==> src/rtl/lio_pkg.sv <==
package lio_pkg;
  // Data register roles when the block runs in direct mode
  localparam int ST_IO_VAL  = 0;
  localparam int ST_SEL_DIR = 1;
  localparam int ST_SEL_VAL = 2;
  // Configuration register address
  localparam int CFG_ADDR   = 0;
endpackage

==> src/rtl/lio_sync.sv <==
module lio_sync #(
  parameter int W = 12
) (
  input  logic         clk,
  input  logic         rst_n,
  input  logic [W-1:0] d,
  output logic [W-1:0] q
);
  logic [W-1:0] s1_q, s2_q;

  always_ff @(posedge clk or negedge rst_n) begin
    if (!rst_n) begin
      s1_q <= '0;
      s2_q <= '0;
    end else begin
      s1_q <= d;
      s2_q <= s1_q;
    end
  end

  assign q = s2_q;
endmodule

==> src/rtl/lio_scan.sv <==
module lio_scan #(
  parameter  int N_DEV       = 4,
  parameter  int SLOT_CYCLES = 4,
  localparam int SW          = (N_DEV > 1) ? $clog2(N_DEV) : 1,
  localparam int CW          = (SLOT_CYCLES > 1) ? $clog2(SLOT_CYCLES) : 1
) (
  input  logic             clk,
  input  logic             rst_n,
  input  logic             run,
  output logic [SW-1:0]    slot,
  output logic             last,
  output logic [N_DEV-1:0] sel
);
  logic [CW-1:0] cnt_q, cnt_d;
  logic [SW-1:0] slot_q, slot_d;
  logic          end_win;

  assign end_win = run && (cnt_q == CW'(SLOT_CYCLES - 1));

  always_comb begin
    cnt_d  = cnt_q;
    slot_d = slot_q;
    if (!run) begin
      cnt_d  = '0;
      slot_d = '0;
    end else if (end_win) begin
      cnt_d  = '0;
      slot_d = (slot_q == SW'(N_DEV - 1)) ? '0 : slot_q + SW'(1);
    end else begin
      cnt_d  = cnt_q + CW'(1);
    end
  end

  always_ff @(posedge clk or negedge rst_n) begin
    if (!rst_n) begin
      cnt_q  <= '0;
      slot_q <= '0;
    end else begin
      cnt_q  <= cnt_d;
      slot_q <= slot_d;
    end
  end

  for (genvar i = 0; i < N_DEV; i++) begin : g_sel
    assign sel[i] = (slot_q == SW'(i));
  end

  assign slot = slot_q;
  assign last = end_win;
endmodule

==> src/rtl/lio_regs.sv <==
module lio_regs
  import lio_pkg::*;
#(
  parameter  int N_IO  = 12,
  parameter  int N_DEV = 4,
  parameter  int DW    = 16,
  localparam int SW    = (N_DEV > 1) ? $clog2(N_DEV) : 1,
  localparam int AW    = $clog2(N_DEV + 1)
) (
  input  logic             clk,
  input  logic             rst_n,
  input  logic             req,
  input  logic             we,
  input  logic [AW-1:0]    addr,
  input  logic [DW-1:0]    wdata,
  input  logic [N_IO-1:0]  io_s,
  input  logic [N_DEV-1:0] sel_s,
  input  logic [SW-1:0]    slot,
  input  logic             cap,
  output logic [DW-1:0]    rdata,
  output logic             rvalid,
  output logic             mode,
  output logic [N_IO-1:0]  dir,
  output logic [N_IO-1:0]  io_drv,
  output logic [N_DEV-1:0] sel_oe_st,
  output logic [N_DEV-1:0] sel_val_st,
  output logic             irq
);
  logic [DW-1:0]    cfg_q;
  logic [DW-1:0]    tx_q   [N_DEV];
  logic [N_IO-1:0]  rx_q   [N_DEV];
  logic [N_IO-1:0]  rx_d   [N_DEV];
  logic [N_DEV-1:0] pend_q, pend_d;
  logic [N_IO-1:0]  io_prev_q;
  logic [N_DEV-1:0] sel_prev_q;
  logic [DW-1:0]    rdata_q, rd_val;
  logic             rvalid_q;

  logic             wr_hit, rd_hit, cfg_en;
  logic [N_DEV-1:0] tx_en;
  logic [N_IO-1:0]  cap_val, chg_io;
  logic [N_DEV-1:0] chg_sel;

  assign wr_hit = req && we;
  assign rd_hit = req && !we;
  assign cfg_en = wr_hit && (addr == AW'(CFG_ADDR));
  assign mode   = cfg_q[DW-1];
  assign dir    = cfg_q[N_IO-1:0];

  for (genvar n = 0; n < N_DEV; n++) begin : g_en
    assign tx_en[n] = wr_hit && (addr == AW'(n + 1));
  end

  // Input capture and change detection
  assign cap_val = io_s & ~dir;
  assign chg_io  = (io_s ^ io_prev_q) & ~dir;
  assign chg_sel = (sel_s ^ sel_prev_q) & ~tx_q[ST_SEL_DIR][N_DEV-1:0];

  always_comb begin
    for (int n = 0; n < N_DEV; n++) rx_d[n] = rx_q[n];
    if (!mode && cap) rx_d[slot] = cap_val;
  end

  always_comb begin
    for (int n = 0; n < N_DEV; n++) begin
      pend_d[n] = pend_q[n] && !(rd_hit && (addr == AW'(n + 1)));
      if (!mode && cap && (slot == SW'(n)) && (cap_val != rx_q[n])) pend_d[n] = 1'b1;
      if (mode && (n == ST_IO_VAL) && (|chg_io)) pend_d[n] = 1'b1;
      if (mode && (n == ST_SEL_VAL) && (|chg_sel)) pend_d[n] = 1'b1;
    end
  end

  // Read mux
  always_comb begin
    rd_val = '0;
    if (addr == AW'(CFG_ADDR)) rd_val = cfg_q;
    for (int n = 0; n < N_DEV; n++) begin
      if (addr == AW'(n + 1)) begin
        if (mode) begin
          if (n == ST_IO_VAL)       rd_val[N_IO-1:0]  = io_s;
          else if (n == ST_SEL_VAL) rd_val[N_DEV-1:0] = sel_s;
          else                      rd_val            = tx_q[n];
        end else begin
          rd_val[N_IO-1:0] = rx_q[n];
        end
      end
    end
  end

  // Registers
  always_ff @(posedge clk or negedge rst_n) begin
    if (!rst_n) begin
      cfg_q <= '0;
    end else if (cfg_en) begin
      cfg_q <= wdata;
    end
  end

  always_ff @(posedge clk or negedge rst_n) begin
    if (!rst_n) begin
      for (int n = 0; n < N_DEV; n++) tx_q[n] <= '0;
    end else begin
      for (int n = 0; n < N_DEV; n++) if (tx_en[n]) tx_q[n] <= wdata;
    end
  end

  always_ff @(posedge clk or negedge rst_n) begin
    if (!rst_n) begin
      for (int n = 0; n < N_DEV; n++) rx_q[n] <= '0;
      pend_q     <= '0;
      io_prev_q  <= '0;
      sel_prev_q <= '0;
    end else begin
      for (int n = 0; n < N_DEV; n++) rx_q[n] <= rx_d[n];
      pend_q     <= pend_d;
      io_prev_q  <= io_s;
      sel_prev_q <= sel_s;
    end
  end

  always_ff @(posedge clk or negedge rst_n) begin
    if (!rst_n) begin
      rdata_q  <= '0;
      rvalid_q <= 1'b0;
    end else begin
      rvalid_q <= rd_hit;
      if (rd_hit) rdata_q <= rd_val;
    end
  end

  assign rdata      = rdata_q;
  assign rvalid     = rvalid_q;
  assign io_drv     = mode ? tx_q[ST_IO_VAL][N_IO-1:0] : tx_q[slot][N_IO-1:0];
  assign sel_oe_st  = tx_q[ST_SEL_DIR][N_DEV-1:0];
  assign sel_val_st = tx_q[ST_SEL_VAL][N_DEV-1:0];
  assign irq        = |pend_q;
endmodule

==> src/rtl/lio_port_ctrl.sv <==
module lio_port_ctrl #(
  parameter  int N_IO        = 12,
  parameter  int N_DEV       = 4,
  parameter  int DW          = 16,
  parameter  int SLOT_CYCLES = 4,
  localparam int SW          = (N_DEV > 1) ? $clog2(N_DEV) : 1,
  localparam int AW          = $clog2(N_DEV + 1)
) (
  input  logic             clk,
  input  logic             rst_n,
  input  logic             bus_req,
  input  logic             bus_we,
  input  logic [AW-1:0]    bus_addr,
  input  logic [DW-1:0]    bus_wdata,
  output logic [DW-1:0]    bus_rdata,
  output logic             bus_rvalid,
  input  logic [N_IO-1:0]  io_in,
  output logic [N_IO-1:0]  io_out,
  output logic [N_IO-1:0]  io_oe,
  input  logic [N_DEV-1:0] sel_in,
  output logic [N_DEV-1:0] sel_out,
  output logic [N_DEV-1:0] sel_oe,
  output logic             irq_pd
);
  logic [1:0]       rst_sync_q;
  logic             rst_ni;
  logic [N_IO-1:0]  io_s;
  logic [N_DEV-1:0] sel_s;
  logic [SW-1:0]    slot;
  logic             cap;
  logic [N_DEV-1:0] scan_sel;
  logic             static_mode;
  logic [N_IO-1:0]  dir;
  logic [N_DEV-1:0] sel_oe_st, sel_val_st;

  // Asynchronous assert, synchronous release
  always_ff @(posedge clk or negedge rst_n) begin
    if (!rst_n) rst_sync_q <= 2'b00;
    else        rst_sync_q <= {rst_sync_q[0], 1'b1};
  end
  assign rst_ni = rst_sync_q[1];

  lio_sync #(.W(N_IO)) u_sync_io (
    .clk(clk), .rst_n(rst_ni), .d(io_in), .q(io_s)
  );

  lio_sync #(.W(N_DEV)) u_sync_sel (
    .clk(clk), .rst_n(rst_ni), .d(sel_in), .q(sel_s)
  );

  lio_scan #(.N_DEV(N_DEV), .SLOT_CYCLES(SLOT_CYCLES)) u_scan (
    .clk(clk), .rst_n(rst_ni), .run(!static_mode),
    .slot(slot), .last(cap), .sel(scan_sel)
  );

  lio_regs #(.N_IO(N_IO), .N_DEV(N_DEV), .DW(DW)) u_regs (
    .clk(clk), .rst_n(rst_ni),
    .req(bus_req), .we(bus_we), .addr(bus_addr), .wdata(bus_wdata),
    .io_s(io_s), .sel_s(sel_s), .slot(slot), .cap(cap),
    .rdata(bus_rdata), .rvalid(bus_rvalid),
    .mode(static_mode), .dir(dir), .io_drv(io_out),
    .sel_oe_st(sel_oe_st), .sel_val_st(sel_val_st), .irq(irq_pd)
  );

  assign io_oe   = dir;
  assign sel_out = static_mode ? sel_val_st : scan_sel;
  assign sel_oe  = static_mode ? sel_oe_st : '1;
endmodule

==> config.mk <==
export PLATFORM = sky130hd
export DESIGN_NAME = lio_port_ctrl
export DESIGN_NICKNAME = d
export VERILOG_FILES = /design/src/rtl/lio_pkg.sv /design/src/rtl/lio_sync.sv /design/src/rtl/lio_scan.sv /design/src/rtl/lio_regs.sv /design/src/rtl/lio_port_ctrl.sv
export SDC_FILE = /design/constraint.sdc
export NUM_CORES = 1
export LEC_CHECK = 0
export BUFFER_PORTS_ARGS = -buffer_cell sky130_fd_sc_hd__buf_2
export CORE_AREA = 2 2 178 180
export CTS_BUF_LIST = sky130_fd_sc_hd__clkbuf_4
export CTS_CLUSTER_SIZE = 24
export DETAILED_ROUTE_END_ITERATION = 10
export DIE_AREA = 0 0 180 182
export GPL_ROUTABILITY_DRIVEN = 1
export PLACE_DENSITY = 0.52
export SETUP_SLACK_MARGIN = 0.05
export SYNTH_ARGS = -nofsm -noshare
export SYNTH_HDL_FRONTEND = slang
export SYNTH_SLANG_ARGS = --single-unit
==> constraint.sdc <==
create_clock -name clk -period 6.1 [get_ports clk]
set_input_delay 1.22 -clock clk [delete_from_list [all_inputs] [get_ports clk]]
set_output_delay 1.22 -clock clk [all_outputs]
set_load 0.05 [all_outputs]
# Word level (Yosys, flattened, before mapping)
# Cells that the tools add are included.
# Widths: inputs -> output; s select.
# op_classes
add_sub_neg	2
multipliers	0
n_div	0
order_cmp	2
n_eq_ne	12
shift	0
muxes	31
bitwise	8
n_reduce_logical	40
# op_table
operator	n
$mux 12	10
$bwmux 48	1
$mux 16	3
$ne 12x12->1	4
$bmux 16 s2	1
$logic_and 1x1->1	28
$and 12x12->12	2
$demux 12 s2	1
$mux 4	4
$not 12->12	1
$reduce_or 12->1	1
$xor 12x12->12	1
$mux 2	5
$reduce_or 4->1	2
$eq 2x2->1 const B	3
$eq 3x2->1 const B	2
$logic_not 1->1	6
$mux 1	6
$add 2x1->2 const B	2
$and 4x4->4	1
$not 4->4	1
$xor 4x4->4	1
$eq 3x1->1 const B	1
$eq 3x3->1 const B	1
7 further kinds	7
# word_totals
register_bits	203
latchBits	0
ram_bits	0
mem_bits_ro	0
inputBits	39
out_inout_bits	50
word_cells	116
memories	0

# Longest topological paths before layout
# Gate-level depths: netlist (run 1).
# logic_depth
depth_word	7
mapped_depth	7
mapped_depth_nobuf	5

# Cells and area by module
# Synthesis (run 1) repeated with hierarchy kept, for this count alone.
# unflattened
cells_unflattened	790
hier_area_um2	9158.8
# modules_own_cells
module	n_inst	cells_each	area_each_um2	seq_area_each_um2
lio_regs	1	726	7980.2	3928.8
lio_sync at u_sync_io	1	24	600.6	600.6
lio_scan	1	19	224.0	100.1
lio_sync at u_sync_sel	1	8	200.2	200.2
lio_port_ctrl	1	13	153.9	50.0

# Worst setup path after synthesis (run 1)
# No wires, ideal clock.
# synth_timing
kind	reg2out
from	register u_regs.cfg_q[15]
to	output io_out[1]
arrival_ns	2.261
required_time_ns	4.880
setup_slack_ns	2.619
path_stages_with_launch	8
n_path_buf	4
path_cell_list	dfrtp_1 > buf_6 > buf_6 > buf_4 > nor2_1 > buf_2 > a22oi_1 > o21ai_0
# synth_via
elab_chain_cells	1
# synth_lines
item	line	text
from (decl)	lio_regs.sv:29	logic [DW-1:0] cfg_q;
from (signal assigned)	lio_regs.sv:95	cfg_q <= wdata;
$mux 12	lio_regs.sv:133	assign io_drv = mode ? tx_q[ST_IO_VAL][N_IO-1:0] : tx_q[slot][N_IO-1:0];
to (decl)	lio_port_ctrl.sv:18	output logic [N_IO-1:0] io_out,
# Every way passes these cells.

# Worst setup path in the final report (run 1)
# layout_timing
from	register u_scan.slot_q[1] (netlist: u_scan.slot[1])
to	output io_out[1]
# layout_via
elab_chain_cells	5
# layout_lines
item	line	text
from (decl)	lio_scan.sv:15	logic [SW-1:0] slot_q, slot_d;
from (signal assigned)	lio_scan.sv:40	slot_q <= slot_d;
$not 2->3 (not written as such)	lio_regs.sv:133	
$bmux 16 s2	lio_regs.sv:133	
$mux 12 (not written as such) (2 in series)	lio_regs.sv:133	
$mux 12	lio_regs.sv:133	
# Every way passes these cells. The select of a mux whose other input is x is not followed.

==> run summary, run 1 <==
=======================================================================================
Outcome                                                                    finished clean
Mapped Nets                                                                         817
Routed Wire Length                                                             24500 um
Clock Root Buffer                                                              clkbuf_4
Worst setup slack before clock tree synthesis                                   2.30 ns
Synthesized instance count                                                          773
Unique masters post-synth                                                            45
Number of placement rows                                                             65
Flop2flop setup slack                                                           3.27 ns
Number of violations reported at the end of detailed-routing iteration 0            491
Type of the worst setup path                                               flop to output port
Gr ovfl total                                                                         0
Count of state elements after synthesis                                             195
Sequential area share after synthesis                                             0.537
Count of inserted antenna diode cells                                                 0
Smallest setup slack after layout                                               1.65 ns
Leading cell types in the layout, fill and taps excluded                   193 x dfrtp_1, 88 x mux2_2, 88 x buf_2, 78 x o21ai_0, 64 x xnor2_1
Half-perimeter wire length of the detailed placement result                    17600 um
Ys flop type                                                                    dfrtp_1
Slew at the pin with the worst max-slew slack                                   1.11 ns
Number of optimization iterations in the first detailed-route pass                    5
Starting density of the core                                                      0.293
CTS resizes                                                                           0
Fmax                                                                            225 MHz
Slowest cell on crit path                                                       dfrtp_1
Number of nets at the end of the flow                                               865
Final-report max-slew violation count                                                 0
IR drop worst, VDD                                                               169 uV
Average instance area after synthesis                                          11.8 um2
Maximum level of the CTS H-tree                                                       4
Critical Path Start Type                                                           flop
Total CTS buffers                                                                    17
Share of the synthesized area in the top cell type                                0.537
Crit path cell chain                                                       inv_1 -> nor2_1 -> a22oi_1 -> o21ai_0 -> buf_2
Power density relative to cell area                                          401 mW/mm2
Cell type contributing the most total cell area after synthesis                 dfrtp_1
Unrepaired setup endpoints after global routing                                      no
Die X-Extent                                                                     180 um
Fraction of registers with async set/reset                                         1.00
Setup Buffers After CTS                                                               0
Number of endpoints failing setup at the final stage                                  0
Port buffer count                                                                    88
All-layer global routing usage                                                    0.151
Die Outline Area                                                             0.0328 mm2
Avg Vias per Cell                                                                  4.87
Post-synth EDFFs                                                                      0
Floorplan core area                                                          0.0310 mm2
Time the final worst path needs with I/O delays and setup                       4.45 ns
Post-Synthesis Cell Area                                                    0.00909 mm2
Number of sinks handled by clock tree synthesis                                     195
Crit end category                                                           output port
Maximum buffer depth of the clock tree                                                2
Fraction of final layout cells sized beyond drive strength 1                      0.270
Worst-path fanout max                                                                16
Max incr delay on CP                                                            0.82 ns
Final Wtd Congestion                                                              0.815
Count of final hold-check violations                                                  0
Buffer and inverter count on the worst path                                           2
Count of vias placed by the detailed router                                        6014
TNS Setup                                                                          0 ns
Family with the most delay on the worst path                                 flip-flops
Post-detailed-route wirelength per cell                                         19.8 um
WP data required                                                                4.88 ns
Final Skew                                                                    0.0266 ns
Ranking of synthesized cells by area                                       dfrtp_1 54%, mux2_2 11%, xnor2_1 6.2%, o21ai_0 4.3%, mux2i_1 2.8%
Maximum number of pins on one net before global-route repair                        173
Clock-pin transition on the worst setup and hold timing paths                   0.19 ns
Area Overhead vs Synth                                                            9.80%
Share of the cycle needed by the critical path after routing                      0.730
Worst-case headroom to the max-slew limit                                         0.256
Global-route wire length before repair                                         37700 um
Data arrival time of the critical path                                          3.23 ns
CTS Hold Bufs                                                                         0
Leakage power figure                                                         0.00419 uW
Overall die height                                                               182 um
Vias in the first global route                                                     6076
Clock tree from TritonCTS                                                          done
Number of routed nets with antenna violations                                         0
Most common cell after layout, fill and taps aside                              dfrtp_1
Number of fill cells in the layout                                                 3147
Max-Cap Viols                                                                         0
Clock latency at the later pin of the worst-skew pair                           0.58 ns
Yosys warnings                                                                        0
Number of design rule violations left after detail routing                            0
I/O pin count                                                                        89
Class of the most critical hold timing path                                flop to asynchronous set/reset pin
Initial antenna violation count                                                       0
=======================================================================================
==> cell families (layout without fill, tap and decap cells) <==
| logic type | after synthesis | in the layout | share of synthesized area |
|---|---|---|---|
| adder cells (fa/ha/maj) | 5 | 5 | 0.00688 |
| buffers and inverters | 67 | 128 | 0.0440 |
| AO/OA/AOI/OAI | 164 | 164 | 0.114 |
| AND/OR/NAND/NOR | 159 | 159 | 0.0934 |
| other | 1 | 1 | 0.000412 |
| flip-flops | 195 | 195 | 0.537 |
| multiplexers | 118 | 118 | 0.143 |
| XOR/XNOR | 64 | 64 | 0.0616 |
==> final cells by class <==
| cell class | count | area (um2) | area share |
|---|---|---|---|
| sequential | 195 | 4880 | 0.489 |
| clock buffer | 17 | 128 | 0.0128 |
| multi-input combinational | 511 | 3810 | 0.382 |
| inverter | 4 | 15.0 | 0.00150 |
| clock inverter | 15 | 158 | 0.0158 |
| timing repair buffer | 92 | 483 | 0.0484 |
| tap | 402 | 503 | 0.0504 |
==> registers in the layout, summed over array words and instances, names as in the netlist <==
register and flops:
rst_sync_q 2, u_regs.cfg_q 16, u_regs.io_prev_q 12, u_regs.pend_q 4, u_regs.rdata 16, u_regs.rvalid 1, u_regs.rx_q 48, u_regs.sel_oe_st 4
u_regs.sel_prev_q 4, u_regs.sel_val_st 4, u_regs.tx_q 48, u_scan.cnt_q 2, u_scan.slot 2, u_sync_io.q 12, u_sync_io.s1_q 12, u_sync_sel.q 4
u_sync_sel.s1_q 4
==> synth_stat cells, types with 14 or more instances <==
cell and instances:
a22oi_1 22, mux2i_1 25, xnor2_1 64, o21ai_0 78, nor2_1 17, mux2_2 88, nand2b_1 19, dfrtp_1 195
nor2b_1 15, clkbuf_1 22, nor3_1 14, buf_2 14, buf_4 17, nand2_1 60
==> per-layer routing <==
metal | vias up | wire length, um | GRT usage
li1 | 2824 | - | -
met1 | 3021 | 12000 | 0.221
met2 | 156 | 11100 | 0.233
met3 | 13 | 1230 | 0.0351
met4 | 0 | 189 | 0.0221
met5 | - | 0 | 0
==> path summary, 6_finish.rpt <==
path	from	end	cells past startpoint
worst min-delay path	rst_sync_q[1]$_DFF_PN0_	u_sync_io.q[2]$_DFF_PN0_	0
worst max-delay path	u_scan.slot[1]$_DFFE_PN0P_	io_out[1]	5
min in group clk	u_sync_io.s1_q[3]$_DFF_PN0_	u_sync_io.q[3]$_DFF_PN0_	0
worst max register to register	u_scan.slot[1]$_DFFE_PN0P_	u_regs.pend_q[0]$_DFF_PN0_	4
worst min register to register	rst_sync_q[1]$_DFF_PN0_	u_sync_io.q[2]$_DFF_PN0_	0
max in group asynchronous	rst_sync_q[1]$_DFF_PN0_	u_regs.cfg_q[15]$_DFFE_PN0P_	1
==> through the flow <==
step / cells / instance area, um2 / power [uW] / util / hold slack (ns)
6_report: 1236 / 9980 / 4010 / 0.322 / 0.223
3_5_place_dp: 1204 / 9700 / 3350 / 0.313 / 0.225
4_1_cts: 1236 / 9980 / 4050 / 0.322 / 0.240
2_1_floorplan: 773 / 9090 / 2960 / - / 0.331
3_3_place_gp: 1204 / 9700 / 3330 / 0.313 / 0.228
5_1_grt: 1236 / 9980 / 4250 / 0.322 / 0.264
==> power breakdown <==
group / internal, uW / switching [uW]
clock network: 190 / 504
registers: 1590 / 357
logic: 537 / 827
total: 2320 / 1690
Note: power is estimated with default switching activity, not from simulation.
==> run 2: changes to the inputs <==
--- a/config.mk
+++ b/config.mk
@@ -12,7 +12,7 @@
 export DETAILED_ROUTE_END_ITERATION = 10
 export DIE_AREA = 0 0 180 182
 export GPL_ROUTABILITY_DRIVEN = 1
-export PLACE_DENSITY = 0.52
+export PLACE_DENSITY = 0.51
 export SETUP_SLACK_MARGIN = 0.05
 export SYNTH_ARGS = -nofsm -noshare
 export SYNTH_HDL_FRONTEND = slang
==> constraint.sdc (replaced) <==
create_clock -name clk -period 4.3 [get_ports clk]
set_input_delay 0.86 -clock clk [delete_from_list [all_inputs] [get_ports clk]]
set_output_delay 0.86 -clock clk [all_outputs]
set_load 0.05 [all_outputs]
==> run 2 against run 1 <==
  * Flip-flop and latch count unchanged
  * Utilization grew 0.097 points
  * Hold slack gained 0.13 ns
  * Setup slack got worse by 0.99 ns
  * First-iteration DRC count is 6.9% lower
  * Non-clock buffer count rose by 4
  * Critical path type unchanged
  * Largest power group unchanged
==> run summary, run 2 (synthesis results as in run 1) <==
=======================================================================================
Leakage power figure                                                         0.00420 uW   +0.12%
Overall die height                                                               182 um   unchanged
IR drop worst, VDD                                                               222 uV   +31%
Leading cell types in the layout, fill and taps excluded                   193 x dfrtp_1, 88 x mux2_2, 88 x buf_2, 78 x o21ai_0, 64 x xnor2_1
Data arrival time of the critical path                                          2.78 ns   -0.45 ns
Smallest setup slack after layout                                              0.655 ns   -0.994 ns
CTS Hold Bufs                                                                         1   +1
Die Outline Area                                                             0.0328 mm2   unchanged
Number of sinks handled by clock tree synthesis                                     195   unchanged
Die X-Extent                                                                     180 um   unchanged
Global-route wire length before repair                                         39200 um   +3.9%
Share of the cycle needed by the critical path after routing                      0.848
Count of final hold-check violations                                                  0   unchanged
Number of routed nets with antenna violations                                         0   unchanged
Worst-path fanout max                                                                18   +2
Class of the most critical hold timing path                                flop to flop
Total CTS buffers                                                                    17   unchanged
Final Skew                                                                    0.0291 ns   +0.00248 ns
Outcome                                                                    finished clean
Number of nets at the end of the flow                                               869   +0.46%
Placed Cells incl. Taps                                                            1207   +0.25%
Number of optimization iterations in the first detailed-route pass                    5   unchanged
Port buffer count                                                                    88   unchanged
Maximum buffer depth of the clock tree                                                2   unchanged
Clock latency at the later pin of the worst-skew pair                           0.60 ns   +0.02 ns
Critical Path Start Type                                                           flop
Clock tree from TritonCTS                                                          done
Most common cell after layout, fill and taps aside                              dfrtp_1
Worst-case headroom to the max-slew limit                                         0.219   -0.0374
I/O pin count                                                                        89   unchanged
Number of violations reported at the end of detailed-routing iteration 0            457   -6.9%
Time the final worst path needs with I/O delays and setup                       3.64 ns
Crit end category                                                           output port
CTS resizes                                                                           0   unchanged
Vias in the first global route                                                     6156   +1.3%
Type of the worst setup path                                               flop to output port
Max-Cap Viols                                                                         0   unchanged
Unrepaired setup endpoints after global routing                                      no
TNS Setup                                                                          0 ns   unchanged
Number of endpoints failing setup at the final stage                                  0   unchanged
Slew at the pin with the worst max-slew slack                                   1.17 ns   +0.0560 ns
Area Overhead vs Synth                                                            10.1%
Routed Wire Length                                                             25200 um   +3.1%
Post-detailed-route wirelength per cell                                         20.4 um   +2.8%
Count of inserted antenna diode cells                                                 0   unchanged
Final-report max-slew violation count                                                 0   unchanged
Final Wtd Congestion                                                              0.817   +0.25%
Gr ovfl total                                                                         0   unchanged
Number of design rule violations left after detail routing                            0   unchanged
Worst setup slack before clock tree synthesis                                   1.38 ns   -0.915 ns
Registers with the most flip-flops                                         u_regs.rx_q: 48 flops, u_regs.tx_q: 48 flops
Power density relative to cell area                                          573 mW/mm2   +43%
Fmax                                                                            274 MHz
Fraction of final layout cells sized beyond drive strength 1                      0.271   +0.00142
Avg Vias per Cell                                                                  4.87   +0.17%
Floorplan core area                                                          0.0310 mm2   unchanged
Count of vias placed by the detailed router                                        6039   +0.42%
Clock Root Buffer                                                              clkbuf_4
Final std cells w/o fill                                                           1239   +0.24%
All-layer global routing usage                                                    0.159   +0.00724
Starting density of the core                                                      0.293   unchanged
Number of placement rows                                                             65   unchanged
Initial antenna violation count                                                       1   +1
Maximum level of the CTS H-tree                                                       4   unchanged
Half-perimeter wire length of the detailed placement result                    18300 um   +3.5%
Maximum number of pins on one net before global-route repair                         69   -60%
Clock-pin transition on the worst setup and hold timing paths                   0.16 ns   -0.03 ns
WP data required                                                                3.44 ns   -1.44 ns
Setup Buffers After CTS                                                               0   unchanged
=======================================================================================
==> run 2: cell type report <==
| class | count | area [um2] |
|---|---|---|
| clock inverter | 11 | 133 |
| inverter | 4 | 15.0 |
| fill | 3194 | 21000 |
| clock buffer | 20 | 150 |
| timing repair buffer | 96 | 515 |
| tap | 402 | 503 |
| sequential | 195 | 4880 |
| multi-input combinational | 511 | 3810 |
==> run 2: final timing paths <==
kind | start | end | slack, ns | cells past startpoint
worst max-delay path | u_scan.slot[0]$_DFFE_PN0P_ | io_out[6] | 0.66 | 5
worst min-delay path | u_sync_io.s1_q[10]$_DFF_PN0_ | u_sync_io.q[10]$_DFF_PN0_ | 0.35 | 0
worst max register to register | u_regs.cfg_q[15]$_DFFE_PN0P_ | u_regs.pend_q[0]$_DFF_PN0_ | 1.71 | 3
worst min register to register | u_sync_io.s1_q[10]$_DFF_PN0_ | u_sync_io.q[10]$_DFF_PN0_ | 0.35 | 0
max in group asynchronous | rst_sync_q[1]$_DFF_PN0_ | u_regs.rdata[15]$_DFFE_PN0N_ | 2.89 | 1
min in group asynchronous | rst_sync_q[1]$_DFF_PN0_ | u_sync_io.q[10]$_DFF_PN0_ | 0.37 | 0
==> run 2: per-layer routing <==
layer  GRT usage  wire, um
met5           0         0
met1       0.230     12200
met3      0.0341      1390
met2       0.244     11400
met4      0.0312       266
==> run 2: critical path: stages (launching register included) <==
cell	delay (ns)
dfrtp_1	0.72
inv_1	0.19
nor2_1	0.70
a22oi_1	0.15
o21ai_0	0.13
buf_2	0.29
==> run 2: power by group <==
part	switching (uW)	total [uW]	leakage (uW)	internal, uW
registers	469	2730	0.00241	2260
clock network	650	1020	0.000143	366
logic	1230	2000	0.00165	768
total	2350	5740	0.00420	3390
==> run 2: through the flow <==
| stage | area, um2 | total power, uW | hold WS, ns | util |
|---|---|---|---|---|
| finish | 10000 | 5740 | 0.350 | 0.323 |
| CTS | 10000 | 5780 | 0.326 | 0.323 |
| detailed placement | 9720 | 4770 | 0.335 | 0.314 |
| global placement | 9720 | 4740 | 0.335 | 0.314 |
| global route | 10000 | 6100 | 0.311 | 0.323 |
| floorplan | 9090 | 4210 | 0.331 | - |
==> run 3: changes to the inputs <==
==> constraint.sdc (replaced) <==
create_clock -name clk -period 3.8 [get_ports clk]
set_input_delay 0.76 -clock clk [delete_from_list [all_inputs] [get_ports clk]]
set_output_delay 0.76 -clock clk [all_outputs]
set_load 0.05 [all_outputs]
==> run 3 against run 2 <==
  * Count of clock-buffer cells in the layout is 3 lower
  * Power is 15% higher
  * Clock power is 24% higher
  * Utilization is 0.36 points higher
  * Routed wire length is 0.86% lower
  * Largest power group unchanged
  * Via count is 1.8% higher
  * Sequential share of layout area is 0.54 points lower
==> run summary, run 3 (synthesis results as in run 1) <==
=======================================================================================
Leading cell types in the layout, fill and taps excluded                   193 x dfrtp_1, 88 x mux2_2, 88 x buf_2, 78 x o21ai_0, 64 x xnor2_1
Floorplan core area                                                          0.0310 mm2   unchanged
Initial antenna violation count                                                       1   unchanged
Internal power consumption                                                      3920 uW   +16%
Sequential group share of total power                                             0.469   -0.006
Number of nets at the end of the flow                                               875   +0.69%
Smallest setup slack after layout                                              0.546 ns   -0.109 ns
Power density relative to cell area                                          654 mW/mm2   +14%
Data arrival time of the critical path                                          2.49 ns   -0.29 ns
Final Core Density                                                                0.327   +0.00359
Share of power burned in combinational logic                                      0.340   -0.008
Die X-Extent                                                                     180 um   unchanged
Fraction of final layout cells sized beyond drive strength 1                      0.277   +0.00604
Crit path cell chain                                                       buf_4 -> inv_1 -> buf_4 -> nor2_2 -> a22oi_1 -> o21ai_0 -> buf_2
Post-layout total power                                                         6620 uW   +15%
Flop2flop setup slack                                                           1.47 ns   -0.24 ns
Clock Root Buffer                                                              clkbuf_4
CP most frequent cell                                                             buf_4
Clock latency at the later pin of the worst-skew pair                           0.60 ns   about the same
Post-detailed-route wirelength per cell                                         20.1 um   -1.4%
Clock tree from TritonCTS                                                          done
Number of design rule violations left after detail routing                            0   unchanged
Count of inserted antenna diode cells                                                 0   unchanged
Slowest cell on crit path                                                        nor2_2
Slew at the pin with the worst max-slew slack                                  0.884 ns   -0.284 ns
Unrepaired setup endpoints after global routing                                      no
Switching part of the total                                                       0.408   -0.000520
IR drop worst, VDD                                                               282 uV   +27%
Worst setup slack before clock tree synthesis                                  0.997 ns   -0.386 ns
Class of the most critical hold timing path                                input port to flop
Outcome                                                                    finished clean
Type of the worst setup path                                               flop to output port
Avg Vias per Cell                                                                  4.93   +1.2%
Count of vias placed by the detailed router                                        6145   +1.8%
Max incr delay on CP                                                            0.43 ns   -0.29 ns
Overall die height                                                               182 um   unchanged
Final hold slack                                                               0.259 ns   -0.0908 ns
WP data required                                                                3.04 ns   -0.40 ns
Starting density of the core                                                      0.293   unchanged
Leakage power figure                                                         0.00426 uW   +1.6%
Worst hold start                                                               io_in[8]
Maximum level of the CTS H-tree                                                       4   unchanged
Most common cell after layout, fill and taps aside                              dfrtp_1
End point of the most critical hold path                                   u_sync_io.s1_q[8]$_DFF_PN0_
Half-perimeter wire length of the detailed placement result                    18100 um   -1.2%
Worst R2R End                                                              u_regs.rdata[6]$_DFFE_PN0N_
Number of violations reported at the end of detailed-routing iteration 0            514   +12%
Critical Path Start Type                                                           flop
Fmax                                                                            307 MHz
Number of placement rows                                                             65   unchanged
Max-Cap Viols                                                                         0   unchanged
Routed Wire Length                                                             25000 um   -0.86%
Final-report max-slew violation count                                                 0   unchanged
Die Outline Area                                                             0.0328 mm2   unchanged
Clock-pin transition on the worst setup and hold timing paths                   0.18 ns   +0.02 ns
Registers with the most flip-flops                                         u_regs.rx_q: 48 flops, u_regs.tx_q: 48 flops
Sw power                                                                        2700 uW   +15%
Worst Reg2Reg Path Length in Cells                                                    5   +2
Time the final worst path needs with I/O delays and setup                       3.25 ns
Crit end category                                                           output port
TNS Setup                                                                          0 ns   unchanged
Vias in the first global route                                                     6132   -0.39%
Maximum number of pins on one net before global-route repair                         63   -8.7%
Number of routed nets with antenna violations                                         0   unchanged
Gr ovfl total                                                                         0   unchanged
Global-route wire length before repair                                         38900 um   -0.69%
Area Overhead vs Synth                                                            11.4%
All-layer global routing usage                                                    0.156   -0.00214
Maximum buffer depth of the clock tree                                                2   unchanged
Reg2Reg Launch Point                                                       u_regs.cfg_q[15]$_DFFE_PN0P_
Final Skew                                                                    0.0316 ns   +0.00254 ns
Share of the cycle needed by the critical path after routing                      0.856
Clock power frac                                                                  0.191   +0.014
I/O pin count                                                                        89   unchanged
Cells on Worst Hold Path                                                              1   +1
Number of endpoints failing setup at the final stage                                  0   unchanged
Count of final hold-check violations                                                  0   unchanged
Final Wtd Congestion                                                              0.819   +0.20%
Number of sinks handled by clock tree synthesis                                     195   unchanged
Worst-case headroom to the max-slew limit                                         0.411   +0.192
Number of optimization iterations in the first detailed-route pass                    4   -1
Worst-path fanout max                                                                16   -2
Total CTS buffers                                                                    17   unchanged
Port buffer count                                                                    88   unchanged
=======================================================================================
-- run 3: changes by cell type in the layout (fill, tap and decap cells not counted), moves of 2 or more --
cell | before | now
inv_6 | 0 | 4
clkbuf_4 | 20 | 17
clkinvlp_4 | 4 | 0
inv_8 | 1 | 3
buf_12 | 1 | 3
buf_4 | 6 | 10
-- run 3: worst max path at each step --
stage	from	endpoint	slack [ns]	cells past startpoint
final	u_scan.slot[1]$_DFFE_PN0P_	io_out[6]	0.55	7
after global routing	u_scan.slot[1]$_DFFE_PN0P_	io_out[2]	0.27	7
after CTS	u_scan.slot[1]$_DFFE_PN0P_	io_out[6]	0.28	7
after detailed placement	u_scan.slot[1]$_DFFE_PN0P_	io_out[6]	1.0	7
after global placement	u_scan.slot[1]$_DFFE_PN0P_	io_out[5]	1.11	7
after floorplan	rst_sync_q[1]$_DFF_PN0_	u_regs.cfg_q[0]$_DFFE_PN0P_	0.59	0
-- run 3: layout make-up --
cell class	instances	area, um2
clock inverter	15	194
inverter	4	15.0
tap	402	503
clock buffer	17	128
multi-input combinational	511	3820
timing repair buffer	102	586
sequential	195	4880
fill	3167	20900
-- run 3: what timing repair did --
item / CTS / global route
endpoints found under the setup margin: 0 / 2
hold endpoints to repair: 2 / 0
hold buffers: 1 / 0
setup buffers: 0 / 0
resized for setup: 0 / 1
-- run 3: metal layers --
layer	share of wire	vias to the layer above	global-route usage
li1	-	2867	-
met1	0.50	3129	0.232
met2	0.45	137	0.240
met3	0.042	12	0.0287
met4	0.0060	0	0.0267
met5	0	-	0
-- run 3: critical path: cells and delay by family, from the launching register on --
kind / cells / cell delay, ns
AOI/OAI and AO/OA: 2 / 0.32
buffers and inverters: 4 / 0.80
DFF: 1 / 0.36
and+or+nand+nor: 1 / 0.43
-- run 3: power groups by stage --
stage	Sequential [uW]	Clock (uW)	Combinational (uW)
floorplan	3050	0	1710
global placement	3150	0	2240
detailed placement	3150	0	2260
CTS	3100	1320	2270
global route	3180	1400	2460
finish	3100	1260	2250
-- run 3: per-stage QoR --
step | instance area (um2) | instances
6_report | 10100 | 1246
5_1_grt | 10100 | 1246
4_1_cts | 10100 | 1246
3_5_place_dp | 9790 | 1213
3_3_place_gp | 9790 | 1213
2_1_floorplan | 9090 | 773
